### src/rtl/tap_path_pkg.sv
package tap_path_pkg;

  // Scan path placed between tdi and tdo
  typedef enum logic [1:0] {
    DR_BYPASS = 2'd0,
    DR_IDENT  = 2'd1,
    DR_BOUND  = 2'd2
  } dr_sel_e;

  // Source of the pad drive
  typedef enum logic [1:0] {
    PAD_FUNC = 2'd0,
    PAD_HOLD = 2'd1,
    PAD_OFF  = 2'd2
  } pad_mode_e;

  typedef struct packed {
    dr_sel_e   dr_sel;
    pad_mode_e pad_mode;
  } insn_ctl_t;

endpackage

### src/rtl/tap_ir_stage.sv
module tap_ir_stage #(
  parameter int                IR_W     = 8,
  parameter logic [IR_W-1:0]   RESET_OP = '0,
  parameter logic [IR_W-1:0]   CAP_VAL  = '0
) (
  input  logic            clk,
  input  logic            rst_n,
  input  logic            tlr,
  input  logic            cap,
  input  logic            shift,
  input  logic            upd,
  input  logic            tdi,
  output logic            sh_lsb,
  output logic [IR_W-1:0] active
);

  logic [IR_W-1:0] sh_q, sh_d;
  logic [IR_W-1:0] act_q, act_d;
  logic            sh_en, act_en;

  assign sh_en  = cap | shift;
  assign act_en = tlr | upd;

  always_comb begin
    sh_d  = sh_q;
    act_d = act_q;
    if (cap) begin
      sh_d = CAP_VAL;
    end else if (shift) begin
      sh_d = {tdi, sh_q[IR_W-1:1]};
    end
    if (tlr) begin
      act_d = RESET_OP;
    end else if (upd) begin
      act_d = sh_q;
    end
  end

  always_ff @(posedge clk or negedge rst_n) begin
    if (!rst_n) begin
      sh_q  <= CAP_VAL;
      act_q <= RESET_OP;
    end else begin
      if (sh_en)  sh_q  <= sh_d;
      if (act_en) act_q <= act_d;
    end
  end

  assign sh_lsb = sh_q[0];
  assign active = act_q;

  assert_ir_capture_R1: assert property (@(posedge clk) disable iff (!rst_n)
    cap |=> (sh_q == CAP_VAL));

  assert_ir_hold_R2: assert property (@(posedge clk) disable iff (!rst_n)
    (!upd && !tlr) |=> $stable(act_q));

  assert_ir_tlr_R3: assert property (@(posedge clk) disable iff (!rst_n)
    tlr |=> (act_q == RESET_OP));

endmodule

### src/rtl/tap_insn_decode.sv
module tap_insn_decode
  import tap_path_pkg::*;
#(
  parameter int              IR_W      = 8,
  parameter logic [IR_W-1:0] OP_EXTEST = '0,
  parameter logic [IR_W-1:0] OP_IDCODE = '0,
  parameter logic [IR_W-1:0] OP_SAMPLE = '0,
  parameter logic [IR_W-1:0] OP_CLAMP  = '0,
  parameter logic [IR_W-1:0] OP_HIGHZ  = '0
) (
  input  logic [IR_W-1:0] opcode,
  output insn_ctl_t       ctl
);

  always_comb begin
    ctl.dr_sel   = DR_BYPASS;
    ctl.pad_mode = PAD_FUNC;
    if (opcode == OP_EXTEST) begin
      ctl.dr_sel   = DR_BOUND;
      ctl.pad_mode = PAD_HOLD;
    end else if (opcode == OP_IDCODE) begin
      ctl.dr_sel   = DR_IDENT;
    end else if (opcode == OP_SAMPLE) begin
      ctl.dr_sel   = DR_BOUND;
    end else if (opcode == OP_CLAMP) begin
      ctl.pad_mode = PAD_HOLD;
    end else if (opcode == OP_HIGHZ) begin
      ctl.pad_mode = PAD_OFF;
    end
    // all-ones and reserved codes keep the bypass / functional default
  end

  always_comb begin
    if (ctl.pad_mode == PAD_OFF) begin
      assert_off_uses_bypass_R9: assert (ctl.dr_sel == DR_BYPASS);
    end
  end

endmodule

### src/rtl/tap_shreg.sv
module tap_shreg #(
  parameter int W = 8
) (
  input  logic         clk,
  input  logic         rst_n,
  input  logic         cap,
  input  logic         shift,
  input  logic         tdi,
  input  logic [W-1:0] cap_val,
  output logic [W-1:0] q
);

  logic [W-1:0] q_r, q_d, shin;
  logic         en;

  generate
    if (W == 1) begin : g_one
      assign shin = tdi;
    end else begin : g_many
      assign shin = {tdi, q_r[W-1:1]};
    end
  endgenerate

  assign en = cap | shift;

  always_comb begin
    q_d = q_r;
    if (cap)        q_d = cap_val;
    else if (shift) q_d = shin;
  end

  always_ff @(posedge clk or negedge rst_n) begin
    if (!rst_n)  q_r <= '0;
    else if (en) q_r <= q_d;
  end

  assign q = q_r;

endmodule

### src/rtl/tap_insn_datapath.sv
module tap_insn_datapath
  import tap_path_pkg::*;
#(
  parameter int          IR_W      = 8,
  parameter int          BS_LEN    = 12,
  parameter int          N_OUT     = 4,
  parameter logic [31:0] ID_VALUE  = 32'h2B6D_104F,
  parameter logic [IR_W-1:0] OP_EXTEST = 8'h00,
  parameter logic [IR_W-1:0] OP_IDCODE = 8'h21,
  parameter logic [IR_W-1:0] OP_SAMPLE = 8'h05,
  parameter logic [IR_W-1:0] OP_CLAMP  = 8'h07,
  parameter logic [IR_W-1:0] OP_HIGHZ  = 8'h03
) (
  input  logic              tck,
  input  logic              trst_n,
  input  logic              st_tlr,
  input  logic              st_cap_ir,
  input  logic              st_shift_ir,
  input  logic              st_upd_ir,
  input  logic              st_cap_dr,
  input  logic              st_shift_dr,
  input  logic              st_upd_dr,
  input  logic              tdi,
  input  logic [BS_LEN-1:0] pad_obs,
  input  logic [N_OUT-1:0]  core_out,
  input  logic              core_oe,
  output logic [N_OUT-1:0]  pad_out,
  output logic              pad_oe,
  output logic              tdo,
  output logic              tdo_en
);

  localparam int              ID_W   = 32;
  localparam logic [IR_W-1:0] IR_CAP = {{(IR_W-1){1'b0}}, 1'b1};

  // reset: asserted asynchronously, released on the second tck edge
  logic [1:0] rs_q;
  logic       rst_n;

  always_ff @(posedge tck or negedge trst_n) begin
    if (!trst_n) rs_q <= 2'b00;
    else         rs_q <= {rs_q[0], 1'b1};
  end
  assign rst_n = rs_q[1];

  // instruction register and decode
  logic            ir_lsb;
  logic [IR_W-1:0] ir_active;
  insn_ctl_t       ctl;

  tap_ir_stage #(
    .IR_W     (IR_W),
    .RESET_OP (OP_IDCODE),
    .CAP_VAL  (IR_CAP)
  ) u_ir (
    .clk    (tck),
    .rst_n  (rst_n),
    .tlr    (st_tlr),
    .cap    (st_cap_ir),
    .shift  (st_shift_ir),
    .upd    (st_upd_ir),
    .tdi    (tdi),
    .sh_lsb (ir_lsb),
    .active (ir_active)
  );

  tap_insn_decode #(
    .IR_W      (IR_W),
    .OP_EXTEST (OP_EXTEST),
    .OP_IDCODE (OP_IDCODE),
    .OP_SAMPLE (OP_SAMPLE),
    .OP_CLAMP  (OP_CLAMP),
    .OP_HIGHZ  (OP_HIGHZ)
  ) u_dec (
    .opcode (ir_active),
    .ctl    (ctl)
  );

  // data registers
  logic sel_byp, sel_id, sel_bs;
  assign sel_byp = (ctl.dr_sel == DR_BYPASS);
  assign sel_id  = (ctl.dr_sel == DR_IDENT);
  assign sel_bs  = (ctl.dr_sel == DR_BOUND);

  logic [0:0]        byp_q;
  logic [ID_W-1:0]   id_q;
  logic [BS_LEN-1:0] bs_sh_q;

  tap_shreg #(.W(1)) u_byp (
    .clk     (tck),
    .rst_n   (rst_n),
    .cap     (st_cap_dr & sel_byp),
    .shift   (st_shift_dr & sel_byp),
    .tdi     (tdi),
    .cap_val (1'b0),
    .q       (byp_q)
  );

  tap_shreg #(.W(ID_W)) u_id (
    .clk     (tck),
    .rst_n   (rst_n),
    .cap     (st_cap_dr & sel_id),
    .shift   (st_shift_dr & sel_id),
    .tdi     (tdi),
    .cap_val (ID_VALUE),
    .q       (id_q)
  );

  tap_shreg #(.W(BS_LEN)) u_bs (
    .clk     (tck),
    .rst_n   (rst_n),
    .cap     (st_cap_dr & sel_bs),
    .shift   (st_shift_dr & sel_bs),
    .tdi     (tdi),
    .cap_val (pad_obs),
    .q       (bs_sh_q)
  );

  // boundary update stage
  logic [BS_LEN-1:0] bs_upd_q;
  logic              bs_upd_en;

  assign bs_upd_en = st_upd_dr & sel_bs;

  always_ff @(posedge tck or negedge rst_n) begin
    if (!rst_n)         bs_upd_q <= '0;
    else if (bs_upd_en) bs_upd_q <= bs_sh_q;
  end

  // pad control
  always_comb begin
    pad_out = core_out;
    pad_oe  = core_oe;
    case (ctl.pad_mode)
      PAD_HOLD: begin
        pad_out = bs_upd_q[N_OUT-1:0];
        pad_oe  = 1'b1;
      end
      PAD_OFF:  pad_oe = 1'b0;
      default:  ;
    endcase
  end

  // tdo re-timed on the falling edge
  logic tdo_d, tdo_en_d;

  always_comb begin
    tdo_d = 1'b0;
    if (st_shift_ir) begin
      tdo_d = ir_lsb;
    end else if (st_shift_dr) begin
      case (ctl.dr_sel)
        DR_IDENT: tdo_d = id_q[0];
        DR_BOUND: tdo_d = bs_sh_q[0];
        default:  tdo_d = byp_q[0];
      endcase
    end
    tdo_en_d = st_shift_ir | st_shift_dr;
  end

  always_ff @(negedge tck or negedge rst_n) begin
    if (!rst_n) begin
      tdo    <= 1'b0;
      tdo_en <= 1'b0;
    end else begin
      tdo    <= tdo_d;
      tdo_en <= tdo_en_d;
    end
  end

  assert_bypass_zero_R5: assert property (@(posedge tck) disable iff (!rst_n)
    (st_cap_dr && sel_byp) |=> (byp_q == 1'b0));

  assert_bs_update_hold_R10: assert property (@(posedge tck) disable iff (!rst_n)
    !bs_upd_en |=> $stable(bs_upd_q));

  assert_tdo_idle_R11: assert property (@(negedge tck) disable iff (!rst_n)
    (!st_shift_ir && !st_shift_dr) |=> (!tdo_en && !tdo));

endmodule

### config.mk
export PLATFORM = sky130hd
export DESIGN_NAME = tap_insn_datapath
export DESIGN_NICKNAME = d
export VERILOG_FILES = /design/src/rtl/tap_path_pkg.sv /design/src/rtl/tap_ir_stage.sv /design/src/rtl/tap_insn_decode.sv /design/src/rtl/tap_shreg.sv /design/src/rtl/tap_insn_datapath.sv
export SDC_FILE = /design/constraint.sdc
export NUM_CORES = 1
export LEC_CHECK = 0
export BUFFER_PORTS_ARGS = -buffer_cell sky130_fd_sc_hd__buf_2
export CAP_MARGIN = 20
export CORE_ASPECT_RATIO = 1.25
export CORE_MARGIN = 4
export CORE_UTILIZATION = 40
export DETAILED_ROUTE_END_ITERATION = 8
export PLACE_DENSITY = 0.61
export SYNTH_ARGS = -nofsm -noshare
export SYNTH_HDL_FRONTEND = slang
export SYNTH_SLANG_ARGS = --single-unit
### constraint.sdc
create_clock -name tck -period 3.2 [get_ports tck]
set_clock_uncertainty 0.1 [all_clocks]
set_input_delay 0.96 -clock tck [delete_from_list [all_inputs] [get_ports tck]]
set_output_delay 0.96 -clock tck [all_outputs]
set_load 0.01 [all_outputs]
==> metrics <==
Via-to-Cell Ratio roughly 5.1; static leakage 1.788 nW; initial antenna violation count 0; worst min path class flip-flop to flip-flop; highest-count cells in the layout ignoring fill and taps dfrtp_1 (63), nand2_1 (55), nor2_1 (37); Netlist Area Pre-Place 3184 sq um; Remaining DRCs 0; Crit Reg-Reg Startpoint u_ir.active[6]; WP depth 1; Yosys top cell area share around half; vias in the first global route between 2000 and 2500; CP Cell Sequence buf_2; Iteration-0 DRC Markers around 110; clock-pin slew on the worst setup and hold paths ~0.070 ns; number of setup violations in the final report 8; Critical Path RT approximately 2.1 ns; via count between 2000 and 2500; register area share after synthesis about 54%; Rel. slew slack 45.00%; CTS tree done; CTS HTree Levels 3; DRT Pass-1 Iters 4; Max VDD drop 0.2909 mV; fin. max-slew vios 0; Slowest Stage Delay on Critical Path around 0.38 ns; area leader, netlist dfrtp_1; pwr dens between 500 and 600 nW/um^2; Row Count 36; gpl congestion 0.7452; Final Hold Vio Count 0; worst reg2reg setup slack -0.08 ns; Worst-Skew Late Latency approximately 0.34 ns; worst setup path class flip-flop to primary output; first-pass GRT wire length roughly 11000 microns; die footprint between 9000 and 10000 sq um; Worst setup startpoint tdo; Worst R2R End tdo; dpl cells ~430; Yosys cell types 44; antenna diode count 0; Syn Nets 346; Final #Nets 377; DP Area approximately 3400 sq um; reg2reg path depth 6; failing checks setup timing; Vert. Die Dim ~110 microns; Starting Density between 40% and 50%; Critical Path Source Type flip-flop; TritonCTS Sinks between 60 and 70; CTS Buffer Depth 2; Core Region around 7800 sq um; setup TNS -1.431 ns; Routed WL 6175 microns; wire length per cell roughly 14 microns; final setup margin -0.2869 ns; share of cells above drive strength 1 27.40%; CP top delay family flip-flops; Yosys warning count 0; Synth area leaders dfrtp_1 (50%), nand2_1 (6.5%), nor2_1 (4.6%); final instance area about 3800 sq um; Gate Count Post-Synth around 320; commonest non-fill, non-tap cell in the layout dfrtp_1; final global-route overflow total 0; status finished, violations left; Post-synth ARST share 100.0%; GR Util All Layers between 10% and 20%; filler-free cell count of the finished design about 450; worst setup path end tdo; worst path buffer plus inverter count 1; CTS Buf Count 9; die width roughly 90 microns; Post-synth EDFFs 0; Detail Route Antenna Nets 0; CP endpoint kind primary output; root buffer cell clkbuf_8; pin count of the biggest net entering global routing 66; Max FO, Critical Path 1; # IOs 34; unrepaired setup endpoints after global routing yes; post-DP HPWL between 3000 and 4000 microns; Mean Syn Cell Area between 10 and 15 sq um; Area Overhead vs Synth 18.51%; Port-buffer cells 33; total of max-cap violations 0; synthesis-stage register bit count between 60 and 70; Slew @ Worst Pin around 0.83 ns; CP max stage cell dfrtn_1; critical path data arrival time 2.43 ns; Primary FF master, synth dfrtp_1
## per-layer routing
layer,up-vias,routed length [microns],global-route usage [%]
met5,-,0,0
met4,0,111,7.675
met3,9,207,2.680
li1,1151,-,-
met2,37,2993,22.58
met1,1114,2863,19.18
## power by group
group	switching [mW]	leakage [nW]	internal [mW]	total (mW)
logic	0.176	0.801	0.161	0.337
clock network	0.346	0.113	0.467	0.813
registers	0.0736	0.873	1.00	1.08
total	0.596	1.79	1.63	2.23
## flip-flops by register name (all words and copies together) (netlist names)
| signal | count |
|---|---|
| u_ir.active | 8 |
| rs_q | 2 |
| tdo | 1 |
| tdo_en | 1 |
| bs_upd_q | 4 |
| u_id.q | 32 |
| u_bs.q | 12 |
| u_ir.sh_q | 8 |
| u_byp.q | 1 |
## stage by stage
step                      power, mW  hold slack (ns)  util (%)  setup slack, ns
final                         2.227           0.2522     48.43          -0.2869
after detailed placement      1.409           0.2365     43.55          -0.1258
after global routing          2.357           0.2780     48.43          -0.3195
after CTS                     2.251           0.2542     48.03          -0.3037
after global placement        1.399           0.2330     43.55          -0.1073
after floorplan               1.338           0.2311         -          -0.2305
## cell type report
type                            count  area [sq um]
Inverter                           10         37.54
Clock inverter                      6         93.84
Clock buffer                       10         137.6
Fill cell                         729          4019
Tap cell                           95         118.9
Sequential cell                    69          1732
Multi-Input combinational cell    213          1349
Timing Repair Buffer               46         305.3
## worst min-delay path by stage
stage | startpoint | endpoint | slack, ns | depth (start not counted)
final | rs_q[0] | rs_q[1] | 0.25 | 0
after floorplan | rs_q[0] | rs_q[1] | 0.23 | 0
after global placement | rs_q[0] | rs_q[1] | 0.23 | 0
after CTS | rs_q[0] | rs_q[1] | 0.25 | 0
after global routing | trst_n | rs_q[0] | 0.28 | 1
after detailed placement | rs_q[0] | rs_q[1] | 0.24 | 0
## cell usage after synthesis (all sizes together) (3+ instances only)
master / n
inv: 10
dfrtp: 64
a211o: 3
a31oi: 9
nor2b: 4
a41o: 3
dfstp: 3
nor2: 40
buf: 13
nor3: 5
clkbuf: 13
nand3: 3
o21ai: 32
o221a: 8
mux2: 9
mux2i: 13
nand2: 56
a221o: 4
nand2b: 3
## cells by family (layout without fill, tap and decap cells)
group / count (synthesis) / count (layout) / synth area share, %
and+or+nand+nor: 121 / 121 / 17.17
adders and majority gates: 1 / 1 / 0.3929
AOI/OAI and AO/OA: 66 / 66 / 14.34
xor gates and xnor gates: 2 / 2 / 0.5502
muxes: 22 / 22 / 7.269
DFF: 69 / 69 / 54.34
buffers and inverters: 36 / 72 / 5.815
other: 1 / 1 / 0.1178
## timing repair
action | CTS | global route
setup endpoints to repair | 8 | 8
buffers inserted | 3 | 1
hold buffers | 0 | 0
pin swaps | 3 | 5
gates resized for setup | 19 | 5
Power figures use the tool's default switching activity.
